[src/rtl/lr_pkg.sv]
package lr_pkg;
  localparam int PIX_W     = 8;
  localparam int FRAC_W    = 13;
  localparam int STEP_W    = 14;
  localparam int CODE_W    = 2;
  localparam int WGT_W     = 4;
  localparam int IN_W      = 13;
  localparam int OUT_W     = 11;
  localparam int MAX_HALVE = 2;
  localparam int MAX_IN    = 4096;
  localparam int MAX_OUT   = 1024;
  localparam int FIELD_W   = CODE_W + STEP_W;

  typedef enum logic [1:0] {RS_IDLE, RS_RUN, RS_DRAIN} rs_state_e;
  typedef enum logic       {CC_IDLE, CC_DIV} cc_state_e;
endpackage

[src/rtl/lr_halver.sv]
module lr_halver #(
  parameter int PW = lr_pkg::PIX_W
) (
  input  logic          clk,
  input  logic          rst_n,
  input  logic          en,
  input  logic          in_valid,
  output logic          in_ready,
  input  logic [PW-1:0] in_data,
  input  logic          in_sol,
  input  logic          in_eol,
  output logic          out_valid,
  input  logic          out_ready,
  output logic [PW-1:0] out_data,
  output logic          out_sol,
  output logic          out_eol
);
  logic          phase_q, phase_n;
  logic [PW-1:0] hold_q, hold_n;
  logic          hsol_q, hsol_n;
  logic          first, absorb, fire;
  logic [PW:0]   pair_sum;

  // a pixel opens a pair when it starts a line or the phase is even
  assign first    = in_sol || !phase_q;
  assign absorb   = en && first && !in_eol;
  assign out_valid = in_valid && !absorb;
  assign in_ready  = absorb ? 1'b1 : out_ready;
  assign fire      = in_valid && in_ready;
  assign pair_sum  = {1'b0, hold_q} + {1'b0, in_data} + {{PW{1'b0}}, 1'b1};

  always_comb begin
    if (!en || first) begin
      out_data = in_data;
      out_sol  = in_sol;
    end else begin
      out_data = pair_sum[PW:1];
      out_sol  = hsol_q;
    end
    out_eol = in_eol;
  end

  always_comb begin
    phase_n = phase_q;
    hold_n  = hold_q;
    hsol_n  = hsol_q;
    if (fire) begin
      phase_n = absorb;
      if (absorb) begin
        hold_n = in_data;
        hsol_n = in_sol;
      end
    end
  end

  always_ff @(posedge clk or negedge rst_n) begin
    if (!rst_n) begin
      phase_q <= 1'b0;
      hold_q  <= '0;
      hsol_q  <= 1'b0;
    end else begin
      phase_q <= phase_n;
      hold_q  <= hold_n;
      hsol_q  <= hsol_n;
    end
  end
endmodule

[src/rtl/lr_interp.sv]
module lr_interp
  import lr_pkg::*;
#(
  parameter int PW = PIX_W,
  parameter int FW = FRAC_W,
  parameter int SW = STEP_W,
  parameter int WW = WGT_W,
  parameter int OW = OUT_W,
  parameter int CW = IN_W
) (
  input  logic          clk,
  input  logic          rst_n,
  input  logic [SW-1:0] step,
  input  logic [OW-1:0] last_idx,
  input  logic          in_valid,
  output logic          in_ready,
  input  logic [PW-1:0] in_data,
  input  logic          in_sol,
  input  logic          in_eol,
  output logic          out_valid,
  input  logic          out_ready,
  output logic [PW-1:0] out_data,
  output logic          out_eol
);
  localparam int AW  = OW + SW;
  localparam int IPW = AW - FW;
  localparam int BW  = PW + WW + 1;

  rs_state_e     st_q, st_n;
  logic [AW-1:0] acc_q, acc_n;
  logic [OW-1:0] k_q, k_n;
  logic [CW-1:0] n_q, n_n;
  logic [PW-1:0] prev_q, prev_n, last_q, last_n;
  logic          end_q, end_n;

  logic [CW-1:0] need_cnt;
  logic          need_more, in_fire, out_fire, clamp, at_last;
  logic [WW-1:0] wf;
  logic [WW:0]   wa;
  logic [PW-1:0] pa, pb;
  logic [BW-1:0] blend;

  assign need_cnt  = CW'(acc_q[AW-1:FW]) + CW'(2);
  assign need_more = !end_q && (n_q < need_cnt);
  assign in_ready  = (st_q != RS_RUN) || need_more;
  assign out_valid = (st_q == RS_RUN) && !need_more;
  assign in_fire   = in_valid && in_ready;
  assign out_fire  = out_valid && out_ready;
  assign at_last   = (k_q == last_idx);
  assign out_eol   = at_last;

  // when the line ended short of pixel i+1 both taps read the last pixel
  assign clamp = (n_q < need_cnt);
  assign pa    = clamp ? last_q : prev_q;
  assign pb    = last_q;
  assign wf    = acc_q[FW-1 -: WW];
  assign wa    = (WW+1)'(1 << WW) - {1'b0, wf};
  assign blend = BW'(pa) * BW'(wa) + BW'(pb) * BW'(wf) + BW'(1 << (WW-1));
  assign out_data = blend[WW +: PW];

  always_comb begin
    st_n   = st_q;
    acc_n  = acc_q;
    k_n    = k_q;
    n_n    = n_q;
    prev_n = prev_q;
    last_n = last_q;
    end_n  = end_q;
    if (in_fire) begin
      if (in_sol) begin
        st_n   = RS_RUN;
        acc_n  = '0;
        k_n    = '0;
        n_n    = CW'(1);
        last_n = in_data;
        end_n  = in_eol;
      end else if (st_q == RS_RUN) begin
        prev_n = last_q;
        last_n = in_data;
        n_n    = n_q + CW'(1);
        end_n  = in_eol;
      end else if (st_q == RS_DRAIN && in_eol) begin
        st_n = RS_IDLE;
      end
    end
    if (out_fire) begin
      acc_n = acc_q + AW'(step);
      k_n   = k_q + OW'(1);
      if (at_last) st_n = end_q ? RS_IDLE : RS_DRAIN;
    end
  end

  always_ff @(posedge clk or negedge rst_n) begin
    if (!rst_n) begin
      st_q   <= RS_IDLE;
      acc_q  <= '0;
      k_q    <= '0;
      n_q    <= '0;
      prev_q <= '0;
      last_q <= '0;
      end_q  <= 1'b0;
    end else begin
      st_q   <= st_n;
      acc_q  <= acc_n;
      k_q    <= k_n;
      n_q    <= n_n;
      prev_q <= prev_n;
      last_q <= last_n;
      end_q  <= end_n;
    end
  end
endmodule

[src/rtl/lr_coeff_calc.sv]
module lr_coeff_calc
  import lr_pkg::*;
#(
  parameter int IW = IN_W,
  parameter int OW = OUT_W,
  parameter int FW = FRAC_W,
  parameter int SW = STEP_W,
  parameter int KW = CODE_W
) (
  input  logic             clk,
  input  logic             rst_n,
  input  logic [IW-1:0]    in_w,
  input  logic [OW-1:0]    out_w,
  input  logic             go,
  output logic             busy,
  output logic             done,
  output logic             reject,
  output logic [KW+SW-1:0] field
);
  localparam int NW   = IW - 1 + FW;
  localparam int CNTW = $clog2(NW + 1);
  localparam int XW   = IW + 1;

  cc_state_e          st_q, st_n;
  logic [NW-1:0]      num_q, num_n;
  logic [OW-1:0]      rem_q, rem_n, den_q, den_n;
  logic [CNTW-1:0]    cnt_q, cnt_n;
  logic [KW-1:0]      code_q, code_n;
  logic               done_q, done_n, rej_q, rej_n;
  logic [KW+SW-1:0]   field_q, field_n;

  logic [XW-1:0] out_x2, out_x4;
  logic [IW-1:0] tw1, tw2;
  logic          h1, h2, bad;
  logic [OW:0]   trial;
  logic          take;
  logic [NW-1:0] num_sh;

  assign out_x2 = XW'(out_w) << 1;
  assign out_x4 = XW'(out_w) << 2;
  assign bad = (XW'(in_w) > XW'(MAX_IN)) || (XW'(out_w) > XW'(MAX_OUT)) ||
               (out_w < OW'(2)) || (in_w == '0) || (out_x4 < XW'(in_w));
  assign h1  = (XW'(in_w) > XW'(MAX_OUT)) || (XW'(in_w) >= out_x2);
  assign tw1 = h1 ? (in_w >> 1) : in_w;
  assign h2  = h1 && ((XW'(tw1) > XW'(MAX_OUT)) || (XW'(tw1) >= out_x2));
  assign tw2 = h2 ? (tw1 >> 1) : tw1;

  // one restoring division step per cycle; quotient bits shift into num
  assign trial  = {rem_q, num_q[NW-1]};
  assign take   = trial >= {1'b0, den_q};
  assign num_sh = {num_q[NW-2:0], take};

  always_comb begin
    st_n    = st_q;
    num_n   = num_q;
    rem_n   = rem_q;
    den_n   = den_q;
    cnt_n   = cnt_q;
    code_n  = code_q;
    done_n  = 1'b0;
    rej_n   = rej_q;
    field_n = field_q;
    if (st_q == CC_IDLE) begin
      if (go) begin
        if (bad) begin
          done_n  = 1'b1;
          rej_n   = 1'b1;
          field_n = '0;
        end else begin
          st_n   = CC_DIV;
          num_n  = NW'(tw2 - IW'(1)) << FW;
          rem_n  = '0;
          den_n  = out_w - OW'(1);
          cnt_n  = CNTW'(NW - 1);
          code_n = {h2, h1 && !h2};
        end
      end
    end else begin
      num_n = num_sh;
      rem_n = take ? OW'(trial - {1'b0, den_q}) : OW'(trial);
      cnt_n = cnt_q - CNTW'(1);
      if (cnt_q == '0) begin
        st_n    = CC_IDLE;
        done_n  = 1'b1;
        rej_n   = 1'b0;
        field_n = {code_q, (|num_sh[NW-1:SW]) ? {SW{1'b1}} : num_sh[SW-1:0]};
      end
    end
  end

  always_ff @(posedge clk or negedge rst_n) begin
    if (!rst_n) begin
      st_q    <= CC_IDLE;
      num_q   <= '0;
      rem_q   <= '0;
      den_q   <= '0;
      cnt_q   <= '0;
      code_q  <= '0;
      done_q  <= 1'b0;
      rej_q   <= 1'b0;
      field_q <= '0;
    end else begin
      st_q    <= st_n;
      num_q   <= num_n;
      rem_q   <= rem_n;
      den_q   <= den_n;
      cnt_q   <= cnt_n;
      code_q  <= code_n;
      done_q  <= done_n;
      rej_q   <= rej_n;
      field_q <= field_n;
    end
  end

  assign busy   = (st_q != CC_IDLE);
  assign done   = done_q;
  assign reject = rej_q;
  assign field  = field_q;
endmodule

[src/rtl/line_resizer.sv]
module line_resizer
  import lr_pkg::*;
#(
  parameter int PW = PIX_W,
  parameter int IW = IN_W,
  parameter int OW = OUT_W,
  parameter int SW = STEP_W,
  parameter int KW = CODE_W,
  parameter int NH = MAX_HALVE
) (
  input  logic             clk,
  input  logic             rst_n,
  input  logic [IW-1:0]    cfg_in_width,
  input  logic [OW-1:0]    cfg_out_width,
  input  logic             calc_go,
  output logic             calc_busy,
  output logic             calc_done,
  output logic             calc_reject,
  output logic [KW+SW-1:0] calc_field,
  input  logic [KW+SW-1:0] rsz_field,
  input  logic             s_valid,
  output logic             s_ready,
  input  logic [PW-1:0]    s_data,
  input  logic             s_sol,
  input  logic             s_eol,
  output logic             m_valid,
  input  logic             m_ready,
  output logic [PW-1:0]    m_data,
  output logic             m_eol
);
  logic [KW-1:0] code;
  logic [SW-1:0] step;
  logic [OW-1:0] last_idx;
  logic [NH:0]   hv, hr, hs, he;
  logic [PW-1:0] hd [NH+1];

  assign code     = rsz_field[KW+SW-1:SW];
  assign step     = rsz_field[SW-1:0];
  assign last_idx = (cfg_out_width == '0) ? '0 : cfg_out_width - OW'(1);

  lr_coeff_calc #(.IW(IW), .OW(OW), .SW(SW), .KW(KW)) i_calc (
    .clk, .rst_n, .in_w(cfg_in_width), .out_w(cfg_out_width), .go(calc_go),
    .busy(calc_busy), .done(calc_done), .reject(calc_reject), .field(calc_field)
  );

  assign hv[0]   = s_valid;
  assign hd[0]   = s_data;
  assign hs[0]   = s_sol;
  assign he[0]   = s_eol;
  assign s_ready = hr[0];

  for (genvar g = 0; g < NH; g++) begin : g_halve
    lr_halver #(.PW(PW)) i_halver (
      .clk, .rst_n, .en(code > KW'(g)),
      .in_valid(hv[g]), .in_ready(hr[g]), .in_data(hd[g]),
      .in_sol(hs[g]), .in_eol(he[g]),
      .out_valid(hv[g+1]), .out_ready(hr[g+1]), .out_data(hd[g+1]),
      .out_sol(hs[g+1]), .out_eol(he[g+1])
    );
  end

  lr_interp #(.PW(PW), .SW(SW), .OW(OW), .CW(IW)) i_interp (
    .clk, .rst_n, .step, .last_idx,
    .in_valid(hv[NH]), .in_ready(hr[NH]), .in_data(hd[NH]),
    .in_sol(hs[NH]), .in_eol(he[NH]),
    .out_valid(m_valid), .out_ready(m_ready), .out_data(m_data), .out_eol(m_eol)
  );
endmodule

[config.mk]
export PLATFORM = sky130hd
export DESIGN_NAME = line_resizer
export DESIGN_NICKNAME = d
export VERILOG_FILES = /design/src/rtl/lr_pkg.sv /design/src/rtl/lr_halver.sv /design/src/rtl/lr_interp.sv /design/src/rtl/lr_coeff_calc.sv /design/src/rtl/line_resizer.sv
export SDC_FILE = /design/constraint.sdc
export NUM_CORES = 1
export LEC_CHECK = 0
export BUFFER_PORTS_ARGS = -buffer_cell sky130_fd_sc_hd__buf_2
export CORE_AREA = 4 4 251 228
export CTS_CLUSTER_DIAMETER = 200
export DETAILED_ROUTE_END_ITERATION = 16
export DIE_AREA = 0 0 255 232
export PLACE_DENSITY = 0.41
export SYNTH_ARGS = -nofsm -noshare
export SYNTH_HDL_FRONTEND = slang
export SYNTH_SLANG_ARGS = --single-unit
[constraint.sdc]
create_clock -name clk -period 9.6 [get_ports clk]
set_input_delay 0.48 -clock clk [delete_from_list [all_inputs] [get_ports clk]]
set_output_delay 0.48 -clock clk [all_outputs]
set_load 0.01 [all_outputs]
==> metrics.md <==
| Metric | Value |
|---|---|
| Fin. Hold Viols | `0` |
| Layout Utilization | `28.2%` |
| Hold-fix buffers, CTS | `0` |
| Fin nets | `1895` |
| Setup violators final | `0` |
| Largest net degree at the start of global routing | `95` |
| Total grt overflow | `0` |
| Core area | `0.0543 mm2` |
| Synth top area share | `29.7%` |
| Mapped Area | `0.0136 mm2` |
| Place WS | `1.83 ns` |
| I/O pin count | `85` |
| Number of global-route vias before repair | `11.2k` |
| Period utilisation layout | `86.6%` |
| TritonCTS clock tree | `done` |
| Ys async rst share | `100%` |
| Gr usage total | `13.0%` |
| Most used cell, CP | `and3_1` |
| Layout cell share with drive strength beyond 1 | `10.3%` |
| Worst Skew | `0.0107 ns` |
| Status | `completed` |
| Setup Buffers After CTS | `0` |
| CP max FO | `12` |
| Commonest non-fill, non-tap cell in the layout | `nand2_1` |
| Clock Latency Late Sink | `0.47 ns` |
| Storage element area | `0.00403 mm2` |
| Synth Warn # | `0` |
| Syn Inst Count | `1616` |
| CP max stage delay | `0.55 ns` |
| Drt wl/cell | `15.7 um` |
| Worst Hold Class | `primary input to asynchronous set/reset pin` |
| Worst Setup Path Type | `flop to output pin` |
| Port Buf Inserts | `84` |
| Setup ws final | `1.28 ns` |
| Unrepaired setup endpoints after global routing | `no` |
| Die area | `0.0592 mm2` |
| Die Wd | `255 um` |
| Fillers | `5884` |
| Commonest cells after routing, fill and taps aside | `274 x nand2_1, 168 x o21ai_0, 160 x dfrtp_1` |
| First-pass GRT wire length | `61700 um` |
| Initial core utilization | `25.0%` |
| CTS resizes | `0` |
| Crit path DAT | `7.84 ns` |
| Max-slew violations | `0` |
| Minimum clock period | `8.32 ns` |
| Final Cell Area | `0.0153 mm2` |
| Clock buffer depth | `2` |
| Area of placed instances | `0.0147 mm2` |
| Ys flop type | `dfrtp_1` |
| TNS Setup | `0 ns` |
| Routability Congestion | `0.855` |
| Die Y | `232 um` |
| Rows | `81` |
| Multi-input gate area | `0.00878 mm2` |
| Clock Sinks | `161` |
| Syn nets | `1840` |
| Worst slew pin tran | `1.04 ns` |
| Worst path required time | `9.12 ns` |
| Post-route ant nets | `0` |
| DR vias/cell | `4.73` |
| CTS clk-pin slew, worst paths | `0.07 ns` |
| Top post-synthesis cells by area | `dfrtp_1 30%, ha_1 11%, fa_1 7.7%` |
| Max stage delay cell, worst path | `fa_1` |
| Setup crit start kind | `flop` |
| Rel. slew slack | `30.5%` |
| H-tree Lvls | `4` |
| First-pass DRT Iterations | `7` |
| Initial antenna violation count | `2` |
| Via count | `11.3k` |
| Total CTS buffers | `17` |
| Maxcap violations | `0` |
| Area Overhead vs Synth | `13.0%` |
| Yosys cell types | `85` |
| Flops & latches, synth | `161` |
| Placed wire-length estimate | `28300 um` |
| Seq/Total Area, Yosys | `29.7%` |
| Root Driver | `clkbuf_16` |
| Area leader, netlist | `dfrtp_1` |
| DR iter-0 viols | `746` |
| # DRC | `0` |
| Avg Inst Size Synth | `8.39 um2` |
| Final WL | `37600 um` |
| Post-synth EDFFs | `0` |
| Fmax | `0.120 GHz` |
| CP Capture Type | `output pin` |
[critical path: cells and delay by family, from the launching register on]
family	cells	cell delay, ns
mux	1	0.44
flops	1	0.44
xor+xnor	2	0.30
buf+inv	4	0.29
compound gates	4	0.91
simple gates	10	2.26
fa+ha+maj	6	2.70
[logic make-up (layout without fill, tap and decap cells)]
family	count (synthesis)	count (layout)	synth area share [%]
AND/OR/NAND/NOR	581	581	20.2
AO/OA/AOI/OAI	385	385	17.4
buffers and inverters	198	266	5.71
adder cells (fa/ha/maj)	169	169	18.5
flip-flops	161	161	29.7
XOR/XNOR	80	80	5.17
multiplexers	42	42	3.30
other	0	1	0
[Yosys cell counts (6+ instances only)]
library cell / count
and2_1: 23
nand4_1: 13
ha_1: 117
xnor2_1: 55
or3_1: 7
nand2_1: 274
mux2i_1: 20
o21ai_0: 168
or2_2: 6
a31oi_1: 13
mux2_2: 22
nor3_1: 25
and3_1: 24
a211oi_1: 8
buf_2: 6
o31ai_1: 13
inv_1: 139
clkbuf_1: 47
nor4_1: 7
nor2b_1: 15
o21a_1: 9
o211ai_1: 16
nor3b_1: 6
fa_1: 52
xor2_1: 25
dfrtp_1: 161
a21o_1: 21
nand2b_1: 18
nand3_1: 45
a21oi_1: 77
nor2_1: 87
[path summary, 6_finish.rpt]
check                                    from                            end  slack (ns)  cells past startpoint
setup / recovery           i_interp.acc_q[14]                      m_data[5]        1.28                     27
hold / removal                          rst_n               i_calc.num_q[21]        0.07                      1
setup reg to reg           i_interp.acc_q[14]             i_interp.acc_q[10]        4.84                     15
hold reg to reg                 i_calc.reject                  i_calc.reject        0.48                      1
max in group asynchronous               rst_n                    i_calc.busy        7.96                      2
min in group clk                    s_data[2]  g_halve[0].i_halver.hold_q[2]        0.29                      2
[state kept, by name, summed over array words and instances (netlist names), 8 cells and up]
| name | flops |
|---|---|
| i_interp.acc_q | 25 |
| i_interp.prev_q | 8 |
| i_calc.field | 16 |
| i_calc.num_q | 25 |
| i_calc.rem_q | 11 |
| i_calc.den_q | 11 |
| i_interp.k_q | 11 |
| i_interp.last_q | 8 |
| g_halve.i_halver.hold_q | 16 |
| i_interp.n_q | 13 |
[final cells by class]
type                            count  area share [%]
Multi-Input combinational cell   1257            57.3
Tap cell                          705            5.76
Antenna cell                        1          0.0163
Inverter                          140            3.43
Clock buffer                       18            2.80
Timing Repair Buffer               94            3.27
Sequential cell                   161            26.3
Clock inverter                     14            1.11
[routing by layer]
layer,part of all wire [%],up-vias,GRT usage (%)
li1,-,5700,-
met1,53,5407,19.5
met2,42,171,18.8
met3,3.9,24,3.19
met4,1.2,2,2.69
met5,0.035,-,0
[metrics by stage]
stage                     instances  hold slack, ns
after floorplan                1616           0.184
final                          2390          0.0657
after global placement         2357           0.456
after detailed placement       2357           0.462
after CTS                      2389           0.106
after global routing           2389           0.125
Power is left out: the tool's default activity adds up to more than one toggle a clock period on the data nets, which glitch-free logic cannot reach.
